===== config.mk =====
export PLATFORM = sky130hd
export DESIGN_NAME = match_timer_bank
export DESIGN_NICKNAME = d
export VERILOG_FILES = /design/src/rtl/mtb_pkg.sv /design/src/rtl/mtb_channel.sv /design/src/rtl/mtb_regif.sv /design/src/rtl/mtb_irq.sv /design/src/rtl/match_timer_bank.sv
export SDC_FILE = /design/constraint.sdc
export NUM_CORES = 2
export LEC_CHECK = 0
export BUFFER_PORTS_ARGS = -buffer_cell sky130_fd_sc_hd__clkbuf_2
export CORE_MARGIN = 2
export CORE_UTILIZATION = 35
export DETAILED_ROUTE_END_ITERATION = 16
export PLACE_DENSITY = 0.5
export SYNTH_ARGS = -nofsm -noshare
export SYNTH_HDL_FRONTEND = slang
export SYNTH_SLANG_ARGS = --single-unit
export TNS_END_PERCENT = 10

===== constraint.sdc =====
create_clock -name clk -period 4.2 [get_ports clk]
set_input_delay 0.84 -clock clk [delete_from_list [all_inputs] [get_ports clk]]
set_output_delay 0.84 -clock clk [all_outputs]
set_load 0.05 [all_outputs]

===== src/rtl/mtb_pkg.sv =====
`timescale 1ns/1ps
package mtb_pkg;
  localparam int OFS_SNAP  = 'h20;
  localparam int OFS_CNT   = 'h40;
  localparam int OFS_MATCH = 'h80;
  localparam int OFS_CTRL  = 'hC0;

  localparam int B_RST  = 3;
  localparam int B_PER  = 6;
  localparam int B_OWN  = 7;
  localparam int B_HALT = 8;
  localparam int B_SNAP = 9;

  // group leader of local channel j
  function automatic int grp_leader(int j);
    if (j < 4) return 0;
    else if (j < 6) return 4;
    else return 6;
  endfunction

  // channels with the wide control word
  function automatic bit is_wide(int j);
    return j >= 4;
  endfunction

  // channels whose counter read can capture the leader
  function automatic bit has_snap(int j);
    return (j == 5) || (j == 7);
  endfunction
endpackage


===== src/rtl/mtb_channel.sv =====
`timescale 1ns/1ps
module mtb_channel
  import mtb_pkg::*;
#(
  parameter int CW        = 32,
  parameter int CTRLW     = 10,
  parameter int NRATE     = 5,
  parameter bit IS_LEADER = 1'b0,
  parameter bit WIDE      = 1'b0
) (
  input  logic             clk,
  input  logic             rst,
  input  logic [NRATE-1:0] rate_stb,
  input  logic             ctrl_we,
  input  logic             cnt_we,
  input  logic             match_we,
  input  logic [CW-1:0]    wdata,
  input  logic [CW-1:0]    lead_cnt,
  output logic [CW-1:0]    cnt_o,
  output logic [CTRLW-1:0] ctrl_o,
  output logic [CW-1:0]    match_o,
  output logic             pulse_o
);
  localparam logic [CTRLW-1:0] KEEP = WIDE ? {CTRLW{1'b1}}
                                           : {{(CTRLW-8){1'b0}}, 8'hFF};

  logic [CW-1:0]    cnt_q, match_q, cmp;
  logic [CTRLW-1:0] ctrl_q;
  logic             armed_q, eq_q, pulse_q;
  logic             rate_ok, halted, self_run, tick, eq, fire;

  always_comb begin
    rate_ok = 1'b0;
    for (int r = 0; r < NRATE; r++)
      if (int'(ctrl_q[2:0]) == r + 1) rate_ok = rate_stb[r];
    halted   = WIDE && ctrl_q[B_HALT];
    self_run = IS_LEADER || ctrl_q[B_OWN];
    tick     = self_run && !halted && rate_ok;
    cmp      = self_run ? cnt_q : lead_cnt;
    eq       = (cmp == match_q);
    fire     = armed_q && eq && !eq_q;
  end

  always_ff @(posedge clk) begin
    if (rst) begin
      cnt_q   <= '0;
      match_q <= '0;
      ctrl_q  <= '0;
      armed_q <= 1'b0;
      eq_q    <= 1'b0;
      pulse_q <= 1'b0;
    end else begin
      if (ctrl_we) ctrl_q <= wdata[CTRLW-1:0] & KEEP;
      if (match_we) begin
        match_q <= wdata;
        armed_q <= 1'b1;
      end else if (fire && !ctrl_q[B_PER]) begin
        armed_q <= 1'b0;
      end
      eq_q <= match_we ? 1'b0 : eq;
      if (cnt_we)                        cnt_q <= wdata;
      else if (fire && ctrl_q[B_RST])    cnt_q <= '0;
      else if (tick)                     cnt_q <= cnt_q + 1'b1;
      pulse_q <= fire;
    end
  end

  assign cnt_o   = cnt_q;
  assign ctrl_o  = ctrl_q;
  assign match_o = match_q;
  assign pulse_o = pulse_q;
endmodule


===== src/rtl/mtb_regif.sv =====
`timescale 1ns/1ps
module mtb_regif
  import mtb_pkg::*;
#(
  parameter int NCH   = 8,
  parameter int CW    = 32,
  parameter int AW    = 8,
  parameter int CTRLW = 10
) (
  input  logic                       clk,
  input  logic                       rst,
  input  logic                       bus_wr,
  input  logic                       bus_rd,
  input  logic [AW-1:0]              bus_addr,
  input  logic [NCH-1:0][CW-1:0]     cnt_all,
  input  logic [NCH-1:0][CTRLW-1:0]  ctrl_all,
  input  logic [NCH-1:0][CW-1:0]     match_all,
  output logic [NCH-1:0]             ctrl_we,
  output logic [NCH-1:0]             cnt_we,
  output logic [NCH-1:0]             match_we,
  output logic [CW-1:0]              rdata_o
);
  logic [CW-1:0] rd_mux, snap_q, rdata_q;

  always_comb begin
    ctrl_we  = '0;
    cnt_we   = '0;
    match_we = '0;
    rd_mux   = '0;
    if (bus_addr == AW'(OFS_SNAP)) rd_mux = snap_q;
    for (int j = 0; j < NCH; j++) begin
      if (bus_addr == AW'(OFS_CNT + 4*j)) begin
        cnt_we[j] = bus_wr;
        rd_mux    = cnt_all[j];
      end
      if (bus_addr == AW'(OFS_MATCH + 4*j)) begin
        match_we[j] = bus_wr;
        rd_mux      = match_all[j];
      end
      if (bus_addr == AW'(OFS_CTRL + 4*j)) begin
        ctrl_we[j] = bus_wr;
        rd_mux     = CW'(ctrl_all[j]);
      end
    end
  end

  always_ff @(posedge clk) begin
    if (rst) begin
      snap_q  <= '0;
      rdata_q <= '0;
    end else if (bus_rd) begin
      rdata_q <= rd_mux;
      for (int j = 1; j < NCH; j++)
        if (has_snap(j) && bus_addr == AW'(OFS_CNT + 4*j) && ctrl_all[j][B_SNAP])
          snap_q <= cnt_all[j-1];
    end
  end

  assign rdata_o = rdata_q;
endmodule


===== src/rtl/mtb_irq.sv =====
`timescale 1ns/1ps
module mtb_irq #(
  parameter int NSTAT   = 12,
  parameter int STAT_LO = 4
) (
  input  logic             clk,
  input  logic             rst,
  input  logic [NSTAT-1:0] stat,
  output logic             irq_o
);
  logic irq_q;
  logic unused_low;

  assign unused_low = ^stat[STAT_LO-1:0];

  always_ff @(posedge clk) begin
    if (rst) irq_q <= 1'b0;
    else     irq_q <= |stat[NSTAT-1:STAT_LO];
  end

  assign irq_o = irq_q;
endmodule


===== src/rtl/match_timer_bank.sv =====
`timescale 1ns/1ps
module match_timer_bank
  import mtb_pkg::*;
#(
  parameter int CW      = 32,
  parameter int AW      = 8,
  parameter int NCH     = 8,
  parameter int CTRLW   = 10,
  parameter int NRATE   = 5,
  parameter int NSTAT   = 12,
  parameter int STAT_LO = 4
) (
  input  logic             clk,
  input  logic             rst,
  input  logic             bus_wr,
  input  logic             bus_rd,
  input  logic [AW-1:0]    bus_addr,
  input  logic [CW-1:0]    bus_wdata,
  output logic [CW-1:0]    bus_rdata,
  input  logic [NRATE-1:0] rate_stb,
  input  logic [NSTAT-1:0] evt_status,
  output logic [NCH-1:0]   match_pulse,
  output logic             irq_out
);
  logic [NCH-1:0][CW-1:0]    cnt_all;
  logic [NCH-1:0][CW-1:0]    match_all;
  logic [NCH-1:0][CTRLW-1:0] ctrl_all;
  logic [NCH-1:0]            ctrl_we, cnt_we, match_we;

  mtb_regif #(.NCH(NCH), .CW(CW), .AW(AW), .CTRLW(CTRLW)) u_regif (
    .clk       (clk),
    .rst       (rst),
    .bus_wr    (bus_wr),
    .bus_rd    (bus_rd),
    .bus_addr  (bus_addr),
    .cnt_all   (cnt_all),
    .ctrl_all  (ctrl_all),
    .match_all (match_all),
    .ctrl_we   (ctrl_we),
    .cnt_we    (cnt_we),
    .match_we  (match_we),
    .rdata_o   (bus_rdata)
  );

  for (genvar j = 0; j < NCH; j++) begin : g_ch
    localparam int LJ = grp_leader(j);
    mtb_channel #(
      .CW(CW), .CTRLW(CTRLW), .NRATE(NRATE),
      .IS_LEADER(LJ == j), .WIDE(is_wide(j))
    ) u_ch (
      .clk      (clk),
      .rst      (rst),
      .rate_stb (rate_stb),
      .ctrl_we  (ctrl_we[j]),
      .cnt_we   (cnt_we[j]),
      .match_we (match_we[j]),
      .wdata    (bus_wdata),
      .lead_cnt (cnt_all[LJ]),
      .cnt_o    (cnt_all[j]),
      .ctrl_o   (ctrl_all[j]),
      .match_o  (match_all[j]),
      .pulse_o  (match_pulse[j])
    );
  end

  mtb_irq #(.NSTAT(NSTAT), .STAT_LO(STAT_LO)) u_irq (
    .clk   (clk),
    .rst   (rst),
    .stat  (evt_status),
    .irq_o (irq_out)
  );
endmodule


# ---- Word-level counts from Yosys, hierarchy flattened
# Cells that the tools add are included.
dict set report word_totals {
  reg_bits 673
  input_bits 61
  wordCells 358
  output_inout_bits 41
}
dict set report classes {
  n_reduce_logical 90
  n_mux 136
  eq_ne 73
  add_sub_neg 8
}
# cell count
set ops {}
lappend ops {{$mux W32} 56}
lappend ops {{$add A32 B1 Y32 const B} 8}
lappend ops {{$eq A32 B32 Y1} 8}
lappend ops {{$eq A8 B8 Y1 const B} 16}
lappend ops {{$eq A3 B3 Y1 const B} 32}
lappend ops {{$mux W1} 80}
lappend ops {{$eq A8 B7 Y1 const B} 8}
lappend ops {{$logic_and A1 B1 Y1} 43}
lappend ops {{$eq A3 B2 Y1 const B} 8}
lappend ops {{$reduce_bool A3 Y1} 8}
lappend ops {{$logic_not A1 Y1} 20}
lappend ops {{$reduce_bool A2 Y1} 9}
lappend ops {{$reduce_or A2 Y1} 8}
lappend ops {{$eq A8 B6 Y1 const B} 1}
lappend ops {{$reduce_or A8 Y1} 1}
lappend ops {{$reduce_and A2 Y1} 1}

# ---- Depth between registers and ports, before layout
dict set report depth {
  depth_word 26
  depth_mapped 11
}

# ---- Modules after synthesis
# Synthesis repeated with hierarchy kept, for this count alone.
dict set report unflattened {
  cells_unflattened 5279
  hier_area_um2 44536.5
}
# mod seq_area_each_um2 cells_each instances area_per_inst_um2
set by_module_without_submodules {}
lappend by_module_without_submodules {{mtb_channel at g_ch[1].u_ch ...} 1501.4 472 3 4340.4}
lappend by_module_without_submodules {mtb_regif 1281.2 1530 1 10396.2}
lappend by_module_without_submodules {{mtb_channel at g_ch[5].u_ch ...} 1541.5 480 2 4426.7}
lappend by_module_without_submodules {{mtb_channel at g_ch[4].u_ch ...} 1541.5 447 2 3996.3}
lappend by_module_without_submodules {{mtb_channel at g_ch[0].u_ch} 1501.4 475 1 4235.3}
lappend by_module_without_submodules {mtb_irq 20.0 4 1 37.5}

# ---- Worst setup path after synthesis
# OpenSTA, ideal clock, no wires.
dict set report synth_path {
  kind {in2reg}
  from {in bus_addr[6]}
  to {reg g_ch[3].u_ch.cnt_q[18]}
  cell_stages 10
  path_slack_ps 1033
  n_path_buf 3
  arrival_ps 3109
  t_required_ps 4142
  setup_time_ps 58
  path_cell_list {clkbuf_1 or4b_2 clkbuf_1 nor2_1 nand2_1 nor2_1 clkbuf_1 a21oi_1 a31oi_1 o21a_1}
}
dict set report synth_between {
  elab_chain_cells 3
}
# item line_no
set synth_rtl {}
lappend synth_rtl {{from (decl)} match_timer_bank.sv:17} ;# input logic [AW-1:0] bus_addr,
lappend synth_rtl {{$eq A8 B7 Y1 (*)} mtb_regif.sv:32} ;# if (bus_addr == AW'(OFS_CNT + 4*j)) begin
lappend synth_rtl {{$mux W1 (*)} mtb_regif.sv:32}
lappend synth_rtl {{$reduce_bool A3 Y1 (no line) or $mux W32 (tied branches)} --}
lappend synth_rtl {{to (signal assigned)} mtb_channel.sv:61} ;# if (cnt_we) cnt_q <= wdata;
lappend synth_rtl {{to (signal assigned)} mtb_channel.sv:63} ;# else if (tick) cnt_q <= cnt_q + 1'b1;
lappend synth_rtl {{to (decl)} mtb_channel.sv:27} ;# logic [CW-1:0] cnt_q, match_q, cmp;
# Every way passes the cells marked *; elsewhere a longest branch is shown, timed or not.
# A chain may end at the register's enable or synchronous reset.

# ---- Worst setup path in the final report
dict set report layout_path {
  from {reg g_ch[1].u_ch.ctrl_q[7]}
  to {reg g_ch[1].u_ch.cnt_q[8]}
}
dict set report layout_between {
  elab_chain_cells 7
}
# item line_no
set layout_rtl {}
lappend layout_rtl {{from (decl)} mtb_channel.sv:28} ;# logic [CTRLW-1:0] ctrl_q;
lappend layout_rtl {{from (signal assigned)} mtb_channel.sv:53} ;# if (ctrl_we) ctrl_q <= wdata[CTRLW-1:0] & KEEP;
lappend layout_rtl {{$mux W32} mtb_channel.sv:39} ;# cmp = self_run ? cnt_q : lead_cnt;
lappend layout_rtl {{$eq A32 B32 Y1} mtb_channel.sv:40} ;# eq = (cmp == match_q);
lappend layout_rtl {{$logic_and A1 B1 Y1 (2 in series)} mtb_channel.sv:41} ;# fire = armed_q && eq && !eq_q;
lappend layout_rtl {{$logic_and A1 B1 Y1} mtb_channel.sv:62} ;# else if (fire && ctrl_q[B_RST]) cnt_q <= '0;
lappend layout_rtl {{$mux W32} mtb_channel.sv:62}
lappend layout_rtl {{$mux W32} mtb_channel.sv:61}
lappend layout_rtl {{to (signal assigned)} mtb_channel.sv:61}
lappend layout_rtl {{to (signal assigned)} mtb_channel.sv:63}
lappend layout_rtl {{to (decl)} mtb_channel.sv:27}
# Several ways; a longest one is shown, not always the timed one.

==> impl_metrics.yaml <==
clocking:
  cts.reportedPaths.clkPinSlew_ns: 0.06
  cts_htree_levels: 3
  cts-hold-fix-buffers: 0
  post_cts_buffers: 0
  clockRootBuffer: "clkbuf_16"
  numCtsBuffers: 86
  clk_path_buf_depth: 3
  cts_resized: 0
  clkLatencyLatePin_ns: 0.75
  clock_sinks: 673
  cts_tree: "built"
setup_path:
  critPathTopFamily: "simple AND/OR/NAND/NOR gates"
  endpoint_kind: "register"
  arrival_ns: 4.31
  crit_fanout: 42
  critPathSlowestCell: "dfxtp_2"
  r2r_slack_ns: 0.47
  crit_chain: "buf_4 > mux2i_1 > xnor2_1 > nor4_1 > nand4_1 > or4_1 > buf_4 > nor2_1 > a2111oi_0"
  cp_common_cell: "buf_4"
  required_ns: 4.78
  critPathKind: "reg -> reg"
  cp.buffers_inverters: 2
  cpPeakStageDelay_ns: 0.78
  start_kind: "register"
global_routing:
  overflow: 0
  antenna_found_initial: 16
  grtUsageTotal: 0.414
  grt_max_degree: 135
  grt_pass1_vias: 43559
  grt_pass1_wl_um: 358000
synthesis:
  synth_edf_count: 0
  synth_area_leader_cell: "dfxtp_1"
  synth_area_leaders: "dfxtp_1, nand2_1, a21oi_1, xnor2_1, clkbuf_1"
  postSynthAreaPerCell_um2: 7.43
  synth_common_cells: "nand2_1, dfxtp_1, a21oi_1, clkbuf_1, nor2_1"
  synth_warnings: 0
  synth-seq-cells: 673
  synth-seq-area-share: 0.320
  synth.distinct_cells: 87
  synth.net_count: 5725
  synth_most_common_cell: "nand2_1"
  synth_cells: 5656
  yosysTopAreaCellShare: 0.320
  synth_area_mm2: 0.0420
  synth-async-reset-ratio: 0
  synth_top_flop_cell: "dfxtp_1"
placement:
  gp_congestion: 1.10
  port_buffers: 97
  pre_cts_ws_ns: 0.152
  dp_hpwl_um: 189000
routing:
  wl_per_cell_um: 35.7
  drtIter0Drc: 8103
  vias_per_cell: 6.62
  drtPass1Iterations: 6
  drt-total-wl_um: 262000
  vias: 48656
  ant_nets: 0
  route.detailed.drc: 0
sta:
  setup_viol: 0
  setup_tns_ns: 0
  period_share: 0.888
  rsz0062_at_grt: "false"
  fmax_mhz: 268
  worst_slew_pin_slew_ns: 1.32
  slew_violations: 0
  skew_ns: 0.0561
  slew_headroom: 0.121
  hold_viol: 0
  setup_slack_ns: 0.469
  min_period_ns: 3.73
power:
  p_sw_uw: 4270
  power_frac_clock: 0.519
  seqPwrFrac: 0.413
  powerDensity_mw_per_mm2: 317
  p_leak_uw: 0.0164
  internal_power_uw: 11300
  swShare: 0.275
  p_comb_frac: 0.068
  vdd_ir_drop_max_v: 0.000353
die:
  die_area_mm2: 0.123
  die_h_um: 351
  boundaryPins: 102
  die_w_um: 351
  start_util: 0.352
  core_area_mm2: 0.119
  rows: 127
cells_and_area:
  drive_above_1_share: 0.133
  fillCellCount: 12569
  ff_latch_area_mm2: 0.0135
  multi_input_area_mm2: 0.0261
  areaGrowthSynthToFinish_pct: 16.5
  nets: 5723
run:
  cap_viol_max_count: 0
outcome:
  status: "completed"
worst_hold_path:
  hp-class: "in -> reg"
==> tightest hold or removal path: stages <==
cell,delay (ns)
clkbuf_2,0.07
nor4_1,0.03
a21oi_1,0.10
==> per-stage QoR <==
stage	utilization	hold slack [ns]	instance area [µm²]	instances	power [µW]
after CTS	0.410	0.341	49000	7336	15500
final	0.410	0.361	49000	7345	15500
after detailed placement	0.385	0.451	46000	7178	7550
after global placement	0.385	0.446	46000	7178	7560
after floorplan	-	0.436	42000	5656	6950
after global routing	0.410	0.357	49000	7336	15800
==> worst paths after layout <==
path / start / to / cells past startpoint
max reg2reg: g_ch[1].u_ch.ctrl_o[7] / g_ch[1].u_ch.cnt_o[8] / 9
min reg2reg: g_ch[7].u_ch.ctrl_o[4] / g_ch[7].u_ch.ctrl_o[4] / 2
min: evt_status[10] / u_irq.irq_o / 3
max: g_ch[1].u_ch.ctrl_o[7] / g_ch[1].u_ch.cnt_o[8] / 9
==> cell usage in the layout (no fill, tap or decap), drive strengths merged, types with 33 or more instances in the layout <==
| cell type | count |
|---|---|
| a211oi | 82 |
| a21oi | 578 |
| a221oi | 116 |
| a22oi | 124 |
| a2bb2oi | 33 |
| a311oi | 51 |
| a31oi | 55 |
| a32oi | 34 |
| and3 | 72 |
| buf | 445 |
| clkbuf | 211 |
| dfxtp | 673 |
| inv | 61 |
| mux2i | 200 |
| nand2 | 981 |
| nand3 | 225 |
| nand4 | 85 |
| nor2 | 333 |
| nor3 | 127 |
| nor4 | 114 |
| o211a | 36 |
| o211ai | 36 |
| o21ai | 151 |
| o221ai | 53 |
| o22ai | 74 |
| xnor2 | 248 |
| xor2 | 43 |
==> power by group through the flow <==
stage / combinational, µW / clock [µW] / sequential, µW
after global routing: 1040 / 8330 / 6420
after CTS: 999 / 8090 / 6420
after global placement: 998 / 0 / 6560
after floorplan: 392 / 0 / 6560
final: 1060 / 8070 / 6420
after detailed placement: 996 / 0 / 6560
==> cells by family after synthesis <==
kind of cell / Yosys count / share of synthesized area
buf+inv: 687 / 0.0633
mux: 207 / 0.0495
simple gates: 2107 / 0.231
flops: 673 / 0.320
fa+ha+maj: 8 / 0.00238
xor+xnor: 291 / 0.0606
compound gates: 1683 / 0.273
==> registers in the layout, indices dropped and copies added, names as in the netlist <==
signal             flops
u_irq.irq_o            1
u_regif.rdata_o       32
u_regif.snap_q        32
g_ch.u_ch.cnt_o      256
g_ch.u_ch.match_o    256
g_ch.u_ch.eq_q         8
g_ch.u_ch.ctrl_o      72
g_ch.u_ch.pulse_o      8
g_ch.u_ch.armed_q      8
==> area by class of cell <==
class | count | area share
Multi-Input combinational cell | 4296 | 0.532
Sequential cell | 673 | 0.275
Timing Repair Buffer | 539 | 0.0853
Clock buffer | 117 | 0.0498
Tap cell | 1612 | 0.0412
Clock inverter | 41 | 0.0114
Inverter | 58 | 0.00444
Antenna cell | 9 | 0.000460
==> routing by layer <==
| layer | routed length, µm | track usage |
|---|---|---|
| met3 | 29000 | 0.100 |
| met5 | 75 | 0 |
| met4 | 22100 | 0.292 |
| met1 | 101000 | 0.530 |
| met2 | 110000 | 0.607 |
(Power assumes the default switching activity.)
